==> src/rtl/bst_pkg.sv <==
package bst_pkg;
  typedef enum logic {
    ORD_LINEAR     = 1'b0,
    ORD_INTERLEAVE = 1'b1
  } order_e;
endpackage

==> src/rtl/bst_beat_ctr.sv <==
module bst_beat_ctr #(
  parameter int BEAT_W = 2
) (
  input  logic              clk_i,
  input  logic              rst_ni,
  input  logic              hold_i,
  input  logic              step_i,
  output logic [BEAT_W-1:0] beat_o
);
  localparam logic [BEAT_W-1:0] ONE = BEAT_W'(1);

  logic [BEAT_W-1:0] beat_q, beat_d;

  always_comb begin
    beat_d = beat_q;
    if (!hold_i) begin
      if (step_i) beat_d = beat_q + ONE;
      else        beat_d = '0;
    end
  end

  always_ff @(posedge clk_i or negedge rst_ni) begin
    if (!rst_ni)      beat_q <= '0;
    else if (!hold_i) beat_q <= beat_d;
  end

  assign beat_o = beat_q;


  beat_frozen_chk: assert property (@(posedge clk_i) disable iff (!rst_ni)
    hold_i |=> $stable(beat_o));

  beat_step_chk: assert property (@(posedge clk_i) disable iff (!rst_ni)
    (!hold_i && step_i) |=> beat_o == $past(beat_o) + ONE);

  beat_clear_chk: assert property (@(posedge clk_i) disable iff (!rst_ni)
    (!hold_i && !step_i) |=> beat_o == '0);
endmodule

==> src/rtl/bst_start_reg.sv <==
module bst_start_reg
  import bst_pkg::*;
#(
  parameter int ADDR_W = 20
) (
  input  logic              clk_i,
  input  logic              rst_ni,
  input  logic              hold_i,
  input  logic              load_i,
  input  logic [ADDR_W-1:0] addr_i,
  input  logic              mode_i,
  output logic [ADDR_W-1:0] start_o,
  output order_e            order_o
);
  logic [ADDR_W-1:0] start_q, start_d;
  order_e            order_q, order_d;
  logic              take;

  assign take = load_i && !hold_i;

  always_comb begin
    start_d = start_q;
    order_d = order_q;
    if (take) begin
      start_d = addr_i;
      order_d = order_e'(mode_i);
    end
  end

  always_ff @(posedge clk_i or negedge rst_ni) begin
    if (!rst_ni) begin
      start_q <= '0;
      order_q <= ORD_LINEAR;
    end else if (take) begin
      start_q <= start_d;
      order_q <= order_d;
    end
  end

  assign start_o = start_q;
  assign order_o = order_q;


  start_load_chk: assert property (@(posedge clk_i) disable iff (!rst_ni)
    (load_i && !hold_i) |=> start_o == $past(addr_i));

  start_keep_chk: assert property (@(posedge clk_i) disable iff (!rst_ni)
    (hold_i || !load_i) |=> ($stable(start_o) && $stable(order_o)));
endmodule

==> src/rtl/bst_order_map.sv <==
module bst_order_map
  import bst_pkg::*;
#(
  parameter int BEAT_W = 2
) (
  input  logic [BEAT_W-1:0] start_i,
  input  logic [BEAT_W-1:0] beat_i,
  input  order_e            order_i,
  output logic [BEAT_W-1:0] low_o
);
  logic [BEAT_W-1:0] lin_low;
  logic [BEAT_W-1:0] ilv_low;

  assign lin_low = start_i + beat_i;

  for (genvar b = 0; b < BEAT_W; b++) begin : g_ilv
    assign ilv_low[b] = start_i[b] ^ beat_i[b];
  end

  always_comb begin
    unique case (order_i)
      ORD_INTERLEAVE: low_o = ilv_low;
      default:        low_o = lin_low;
    endcase
  end

  // the beat number is recovered from the mapped bits
  always_comb begin
    if (order_i == ORD_INTERLEAVE)
      map_ilv_chk: assert ((low_o ^ start_i) == beat_i);
    else
      map_lin_chk: assert (BEAT_W'(low_o - start_i) == beat_i);
  end
endmodule

==> src/rtl/burst_addr_seq.sv <==
module burst_addr_seq
  import bst_pkg::*;
#(
  parameter int ADDR_W = 20
) (
  input  logic              clk_i,
  input  logic              rst_ni,
  input  logic              susp_i,
  input  logic              adv_i,
  input  logic              mode_i,
  input  logic [ADDR_W-1:0] addr_i,
  output logic [ADDR_W-1:0] addr_o,
  output logic [1:0]        beat_o
);
  localparam int BEAT_W = 2;
  localparam int HI_W   = ADDR_W - BEAT_W;

  logic [ADDR_W-1:0] start;
  order_e            order;
  logic [BEAT_W-1:0] beat;
  logic [BEAT_W-1:0] low;

  bst_beat_ctr #(.BEAT_W(BEAT_W)) u_ctr (
    .clk_i  (clk_i),
    .rst_ni (rst_ni),
    .hold_i (susp_i),
    .step_i (adv_i),
    .beat_o (beat)
  );

  bst_start_reg #(.ADDR_W(ADDR_W)) u_start (
    .clk_i   (clk_i),
    .rst_ni  (rst_ni),
    .hold_i  (susp_i),
    .load_i  (!adv_i),
    .addr_i  (addr_i),
    .mode_i  (mode_i),
    .start_o (start),
    .order_o (order)
  );

  bst_order_map #(.BEAT_W(BEAT_W)) u_map (
    .start_i (start[BEAT_W-1:0]),
    .beat_i  (beat),
    .order_i (order),
    .low_o   (low)
  );

  assign addr_o = {start[ADDR_W-1:BEAT_W], low};
  assign beat_o = beat;


  upper_fixed_chk: assert property (@(posedge clk_i) disable iff (!rst_ni)
    (adv_i && !susp_i) |=> addr_o[ADDR_W-1:BEAT_W] == $past(addr_o[ADDR_W-1:BEAT_W]));

  addr_frozen_chk: assert property (@(posedge clk_i) disable iff (!rst_ni)
    susp_i |=> $stable(addr_o));

  wrap_home_chk: assert property (@(posedge clk_i) disable iff (!rst_ni)
    (adv_i && !susp_i && beat_o == 2'd3) |=> addr_o[BEAT_W-1:0] == start[BEAT_W-1:0]);

  reset_zero_chk: assert property (@(posedge clk_i)
    !rst_ni |-> (addr_o == '0 && beat_o == '0));

  logic unused_hi;
  assign unused_hi = (HI_W > 0) ? 1'b0 : 1'b1;
endmodule

==> config.mk <==
export PLATFORM = sky130hd
export DESIGN_NAME = burst_addr_seq
export DESIGN_NICKNAME = d
export VERILOG_FILES = /design/src/rtl/bst_pkg.sv /design/src/rtl/bst_beat_ctr.sv /design/src/rtl/bst_start_reg.sv /design/src/rtl/bst_order_map.sv /design/src/rtl/burst_addr_seq.sv
export SDC_FILE = /design/constraint.sdc
export NUM_CORES = 1
export LEC_CHECK = 0
export BUFFER_PORTS_ARGS = -buffer_cell sky130_fd_sc_hd__buf_2
export CORE_ASPECT_RATIO = 1.2
export CORE_MARGIN = 2
export CORE_UTILIZATION = 47
export CTS_CLUSTER_DIAMETER = 50
export DETAILED_ROUTE_END_ITERATION = 8
export PLACE_DENSITY = 0.86
export REMOVE_ABC_BUFFERS = 1
export SYNTH_ARGS = -nofsm -noshare
export SYNTH_HDL_FRONTEND = slang
export SYNTH_SLANG_ARGS = --single-unit
==> constraint.sdc <==
create_clock -name clk_i -period 1 [get_ports clk_i]
set_input_delay 0.1 -clock clk_i [delete_from_list [all_inputs] [get_ports clk_i]]
set_output_delay 0.1 -clock clk_i [all_outputs]
set_load 0.02 [all_outputs]
==> qor.yml, run 1 <==
drive_above_1_share_pct: 72.6
wl_um: 2050
hold_depth: 2
grt_pass1_wl_um: 3330
synth_area_um2: 1140
dieArea_um2: 2840
nets: 151
firstDrtPassIters: 2
hold_class: "in2reg"
htree_num_levels: 1
period_share_pct: 139
min_period_ns: 1.39
violations: "setup timing"
worstSetupEndpointType: "primary output"
reg2reg_from: "u_start.start_o[0]$_DFFE_PN0P_"
cp-start-kind: "register"
fin_total_pwr_mw: 2.56
clock_sinks: 23
fin_ws_ns: -0.388
maxCapViolCount: 0
critPathKind: "reg2out"
start_util_pct: 49.5
first_global_vias: 752
grt_max_degree: 24
vias_per_cell: 4.52
rsz0062_at_grt: "true"
diodes: 0
grt-ovfl-total: 0
yosysUniqueCellTypes: 15
port_buffers: 46
cts_tree: "yes"
hold_start: "addr_i[10]"
max_slew_margin_pct: 67.8
cp.required_ns: 0.90
tightest_slew_ns: 0.483
reg2reg_slack_ns: 0.01
hold_slack_ns: 0.0231
cts_made_buffers: 3
clk_latency_ns: 0.29
peakVddDrop_mv: 1.34
clock_path_buffers: 2
slew_viol_final: 0
critPathMaxFanout: 2
dp_hpwl_um: 1440
grt_use_total_pct: 15.4
r2r_end: "u_start.start_o[0]$_DFFE_PN0P_"
skew_ns: 0.0000542
fmax_mhz: 720
die_y_um: 58.0
drc_errors: 0
syn_inst: 76
status: "finished with violations"
cts-root-buf: "clkbuf_4"
ant_nets: 0
yosys_register_bits: 23
setup_violations: 4
syn_to_final_growth_pct: 33.0
synth_warnings: 0
power.density_nw_per_um2: 1690
die_w_um: 49.0
wl_per_cell_um: 13.2
gp_congestion: 0.673
r2r_cells: 3
power_leakage_nw: 0.771
clk_pin_slew_ns: 0.11
drt-initial-drc-count: 1
core_region_area_um2: 2310
crit_arrival_ns: 1.29
antenna_found_initial: 0
ys_seq_area_share_pct: 50.4
syn_area_per_cell_um2: 15.0
num_vias: 700
std_cell_rows: 19
hold_viol: 0
min_to: "u_start.start_o[10]$_DFFE_PN0P_"
io_pins: 47
==> cells in the mapped netlist <==
cell / number / share of area (%)
buf_4: 18 / 12
buf_8: 2 / 2.6
dfrtp_1: 23 / 50
ha_1: 1 / 1.1
inv_1: 1 / 0.33
mux2_2: 1 / 0.99
mux2_4: 20 / 26
nand2_1: 2 / 0.66
nand2b_1: 1 / 0.55
nand4bb_1: 1 / 0.99
nor2_4: 1 / 0.99
nor2b_1: 1 / 0.55
o211ai_1: 1 / 0.66
o21ai_0: 1 / 0.44
xnor2_1: 2 / 1.5
==> final cells by class <==
type                       instances  area (µm²)
fill                             176         788
timing repair buffer              64         467
inverter                           1        3.75
tap                               31        38.8
clock buffer                       4        26.3
sequential                        23         576
multi-input combinational         32         407
==> cell families (layout without fill, tap and decap cells) <==
family	count (synthesis)	after routing	synth area share [%]
mux	21	21	27.3
compound gates	2	2	1.10
simple gates	6	6	3.73
fa+ha+maj	1	1	1.10
buf+inv	21	69	14.8
xor+xnor	2	2	1.54
flops	23	23	50.4
==> per-stage QoR <==
step	worst slack [ns]	utilization, %	area, µm²	cells	TNS (ns)
2_1_floorplan	-0.287	-	976	56	-2.19
3_3_place_gp	-0.0483	57.0	1320	139	-0.0603
3_5_place_dp	-0.0774	57.0	1320	139	-0.118
4_1_cts	-0.411	60.0	1380	145	-0.810
5_1_grt	-0.472	65.8	1520	155	-1.01
6_report	-0.388	65.8	1520	155	-0.743
==> where the power goes <==
group          leakage [nW]  total, mW  internal [mW]  switching (mW)
logic                 0.484      0.988          0.571           0.417
registers             0.272       1.16           1.07          0.0951
clock network        0.0150      0.406          0.155           0.251
total                 0.771       2.56           1.80           0.763
==> per-layer routing <==
metal / vias to the layer above / GRT usage, % / share of wire (%)
li1: 330 / - / -
met1: 341 / 18.0 / 37
met2: 27 / 29.0 / 56
met3: 2 / 2.58 / 6.0
met4: 0 / 4.90 / 0.34
met5: - / 0 / 0
==> worst max-delay path, cell delays in order (launching register included) <==
cell     delay (ns)
dfrtp_1        0.40
ha_2           0.18
nor2b_4        0.12
xnor2_1        0.14
buf_4          0.16
==> repair_timing <==
item,CTS,global route
pin swaps,0,3
hold buffers,1,0
hold endpoints to repair,23,0
setup endpoints to repair,4,16
setup buffers,2,10
resized for setup,8,18
==> flip-flops by register name (all words and copies together), names as in the netlist <==
register / cells
u_ctr.beat_o: 2
u_start.start_o: 20
u_start.order_o: 1
==> how the worst max path moves through the flow <==
stage                endpoint  depth (start not counted)                      startpoint  slack [ns]
CTS                 addr_o[1]                          4     u_ctr.beat_o[0]$_DFFE_PN0N_       -0.41
floorplan           addr_o[1]                          3     u_ctr.beat_o[0]$_DFFE_PN0N_       -0.29
global placement    addr_o[1]                          4     u_ctr.beat_o[0]$_DFFE_PN0N_       -0.05
global route        addr_o[1]                          4  u_start.start_o[0]$_DFFE_PN0P_       -0.47
detailed placement  addr_o[1]                          4     u_ctr.beat_o[0]$_DFFE_PN0N_       -0.08
finish              addr_o[1]                          4  u_start.start_o[0]$_DFFE_PN0P_       -0.39
==> layout by cell type (no fill, tap or decap) <==
| cell | instances |
|---|---|
| buf_2 | 36 |
| dfrtp_1 | 23 |
| mux2_4 | 20 |
| buf_6 | 13 |
| buf_4 | 12 |
| clkbuf_4 | 3 |
| xnor2_1 | 2 |
| nand2_1 | 2 |
| buf_12 | 2 |
| nor2b_4 | 1 |
| nor2_4 | 1 |
| inv_1 | 1 |
| nand2b_1 | 1 |
| nand4bb_1 | 1 |
| o211ai_1 | 1 |
| o21ai_0 | 1 |
| mux2_2 | 1 |
| ha_2 | 1 |
| clkbuf_1 | 1 |
| dlygate4sd3_1 | 1 |
(Power assumes the default switching activity.)
==> run 2: changes to the inputs <==
CTS_BUF_LIST = sky130_fd_sc_hd__clkbuf_16   (was not set)
CTS_CLUSTER_SIZE = 24   (was not set)
HOLD_SLACK_MARGIN = 0.12   (was not set)
==> run 2 against run 1 <==
- clock skew about the same
- final cell count up 7.7%
- the run still ends with setup timing left
- largest cell class unchanged
- highest routed layer unchanged
- non-clock buffer count grew 12
==> qor.yml, run 2 (synthesized netlist as in run 1, its figures left out) <==
violations: "setup timing"  # unchanged
critPathSlowestCell: "dfrtp_1"  # unchanged
period_share_pct: 132  # was 139%
final_common_cell: "buf_2"  # unchanged
diodes: 0  # unchanged
cp.required_ns: 0.90  # about the same
core_region_area_um2: 2310  # unchanged
tightest_slew_ns: 0.495  # was 0.483 ns
fin_ws_ns: -0.322  # was -0.388 ns
comb_power_share_pct: 31.8  # was 38.6%
cts-root-buf: "clkbuf_16"  # was clkbuf_4
place_area_um2: 1320  # unchanged
wl_per_cell_um: 13.4  # was 13.2 µm
power.density_nw_per_um2: 1750  # was 1690 nW/µm²
grt_max_degree: 24  # unchanged
drc_errors: 0  # unchanged
status: "finished with violations"  # unchanged
min_period_ns: 1.32  # was 1.39 ns
instances_no_fill: 167  # was 155
m1WireLength_um: 904  # was 762 µm
slew_viol_final: 0  # unchanged
p_switching_mw: 0.794  # was 0.763 mW
cp-start-kind: "register"  # unchanged
grt_use_total_pct: 17.9  # was 15.4%
nets: 163  # was 151
port_buffers: 46  # unchanged
drive_above_1_share_pct: 59.6  # was 72.6%
crit_chain: "ha_2 -> nor2b_4 -> xnor2_1 -> buf_4"  # unchanged
die_w_um: 49.0  # unchanged
dieArea_um2: 2840  # unchanged
clock_path_buffers: 2  # unchanged
maxUsedRoutingLayer: "met4"  # unchanged
fmax_mhz: 756  # was 720 MHz
vias_per_cell: 4.46  # was 4.52
hold_class: "in2reg"  # unchanged
critPathKind: "reg2out"  # unchanged
netSwitchingFraction_pct: 27.3  # was 29.8%
hold_viol: 0  # unchanged
dp_hpwl_um: 1440  # unchanged
crit_arrival_ns: 1.22  # was 1.29 ns
wl_met3_um: 113  # was 123 µm
grt_pass1_wl_um: 3830  # was 3330 µm
antenna_found_initial: 0  # unchanged
p_clk_share_pct: 28.2  # was 15.9%
start_util_pct: 49.5  # unchanged
clk_pin_slew_ns: 0.06  # was 0.11 ns
p_int_mw: 2.12  # was 1.80 mW
dr_wl_met2_um: 1210  # was 1150 µm
clock_sinks: 23  # unchanged
cp_slowest_stage_delay_ns: 0.38  # was 0.40 ns
fin_total_pwr_mw: 2.91  # was 2.56 mW
wl_um: 2240  # was 2050 µm
grt-ovfl-total: 0  # unchanged
cts_made_buffers: 3  # unchanged
cts_tree: "yes"  # unchanged
drt-initial-drc-count: 7  # was 1
rsz0062_at_grt: "true"  # unchanged
largest_register_ffs: 20  # unchanged
syn_to_final_growth_pct: 46.2  # was 33.0%
dp_cells: 139  # unchanged
die_y_um: 58.0  # unchanged
maxCapViolCount: 0  # unchanged
ant_nets: 0  # unchanged
final_area_um2: 1670  # was 1520 µm²
clk_latency_ns: 0.25  # was 0.29 ns
num_vias: 744  # was 700
first_global_vias: 861  # was 752
setup_violations: 2  # was 4
max_slew_margin_pct: 67.0  # was 67.8%
critPathMaxFanout: 2  # unchanged
worstSetupEndpointType: "primary output"  # unchanged
std_cell_rows: 19  # unchanged
gp_congestion: 0.673  # unchanged
power_frac_seq_pct: 40.0  # was 45.5%
peakVddDrop_mv: 1.34  # about the same
skew_ns: 0.000478  # was 0.0000542 ns
htree_num_levels: 1  # unchanged
layout_common_cells: "42 x buf_2, 23 x dfrtp_1, 22 x dlygate4sd3_1, 20 x mux2_4"  # was 36 x buf_2, 23 x dfrtp_1, 20 x mux2_4, 13 x buf_6, 12 x buf_4
firstDrtPassIters: 2  # unchanged
io_pins: 47  # unchanged
power_leakage_nw: 0.828  # was 0.771 nW
## run 2: final cells by class
| cell class | count | area (µm²) |
|---|---|---|
| Fill cell | 143 | 638 |
| Clock buffer | 3 | 75.1 |
| Multi-Input combinational cell | 32 | 407 |
| Timing Repair Buffer | 76 | 564 |
| Inverter | 1 | 3.75 |
| Clock inverter | 1 | 3.75 |
| Sequential cell | 23 | 576 |
| Tap cell | 31 | 38.8 |
## run 2: power groups by stage
stage | Sequential (mW) | Combinational (mW) | Clock [mW]
floorplan | 1.32 | 0.317 | 0
global placement | 1.16 | 0.759 | 0
detailed placement | 1.16 | 0.777 | 0
CTS | 1.16 | 0.906 | 0.837
global route | 1.18 | 0.990 | 0.882
finish | 1.16 | 0.927 | 0.822
## run 2: path summary, 6_finish.rpt
check | from | end | slack, ns | cells after the start
worst max-delay path | u_start.start_o[0]$_DFFE_PN0P_ | addr_o[1] | -0.32 | 4
worst min-delay path | susp_i | u_ctr.beat_o[0]$_DFFE_PN0N_ | 0.21 | 3
worst max register to register | u_ctr.beat_o[0]$_DFFE_PN0N_ | u_ctr.beat_o[1]$_DFFE_PN0N_ | 0.07 | 3
worst min register to register | u_start.start_o[9]$_DFFE_PN0P_ | u_start.start_o[9]$_DFFE_PN0P_ | 0.51 | 1
max in group asynchronous | rst_ni | u_start.start_o[15]$_DFFE_PN0P_ | 0.31 | 2
min in group asynchronous | rst_ni | u_start.start_o[7]$_DFFE_PN0P_ | 0.36 | 2
## run 2: what timing repair did
| action | 4_1_cts | 5_1_grt |
|---|---|---|
| endpoints found under the setup margin | 4 | 4 |
| pin swaps | 0 | 2 |
| setup buffers | 2 | 1 |
| endpoints found under the hold margin | 44 | 0 |
| resized for setup | 8 | 4 |
| hold buffers | 22 | 0 |
## run 2: worst max-delay path, delay by kind of cell (launching register included)
kind,cells,cell delay (ns)
flip-flops,1,0.38
adder cells (fa/ha/maj),1,0.18
buffers and inverters,1,0.16
XOR/XNOR,1,0.14
AND/OR/NAND/NOR,1,0.12
## run 2: stage by stage
step | TNS (ns) | worst slack [ns] | hold slack (ns) | utilization [%]
2_1_floorplan | -2.19 | -0.287 | -0.196 | -
3_3_place_gp | -0.0603 | -0.0483 | 0.0805 | 57.0
3_5_place_dp | -0.118 | -0.0774 | 0.0926 | 57.0
6_report | -0.497 | -0.322 | 0.213 | 72.3
4_1_cts | -0.505 | -0.335 | 0.215 | 71.4
5_1_grt | -0.624 | -0.388 | 0.235 | 72.3
## run 2: routing by layer
layer  track usage [%]  up-vias
met4              5.71        0
met5                 0        -
met1              19.3      356
met2              34.6       31
met3              4.12        4
li1                  -      353
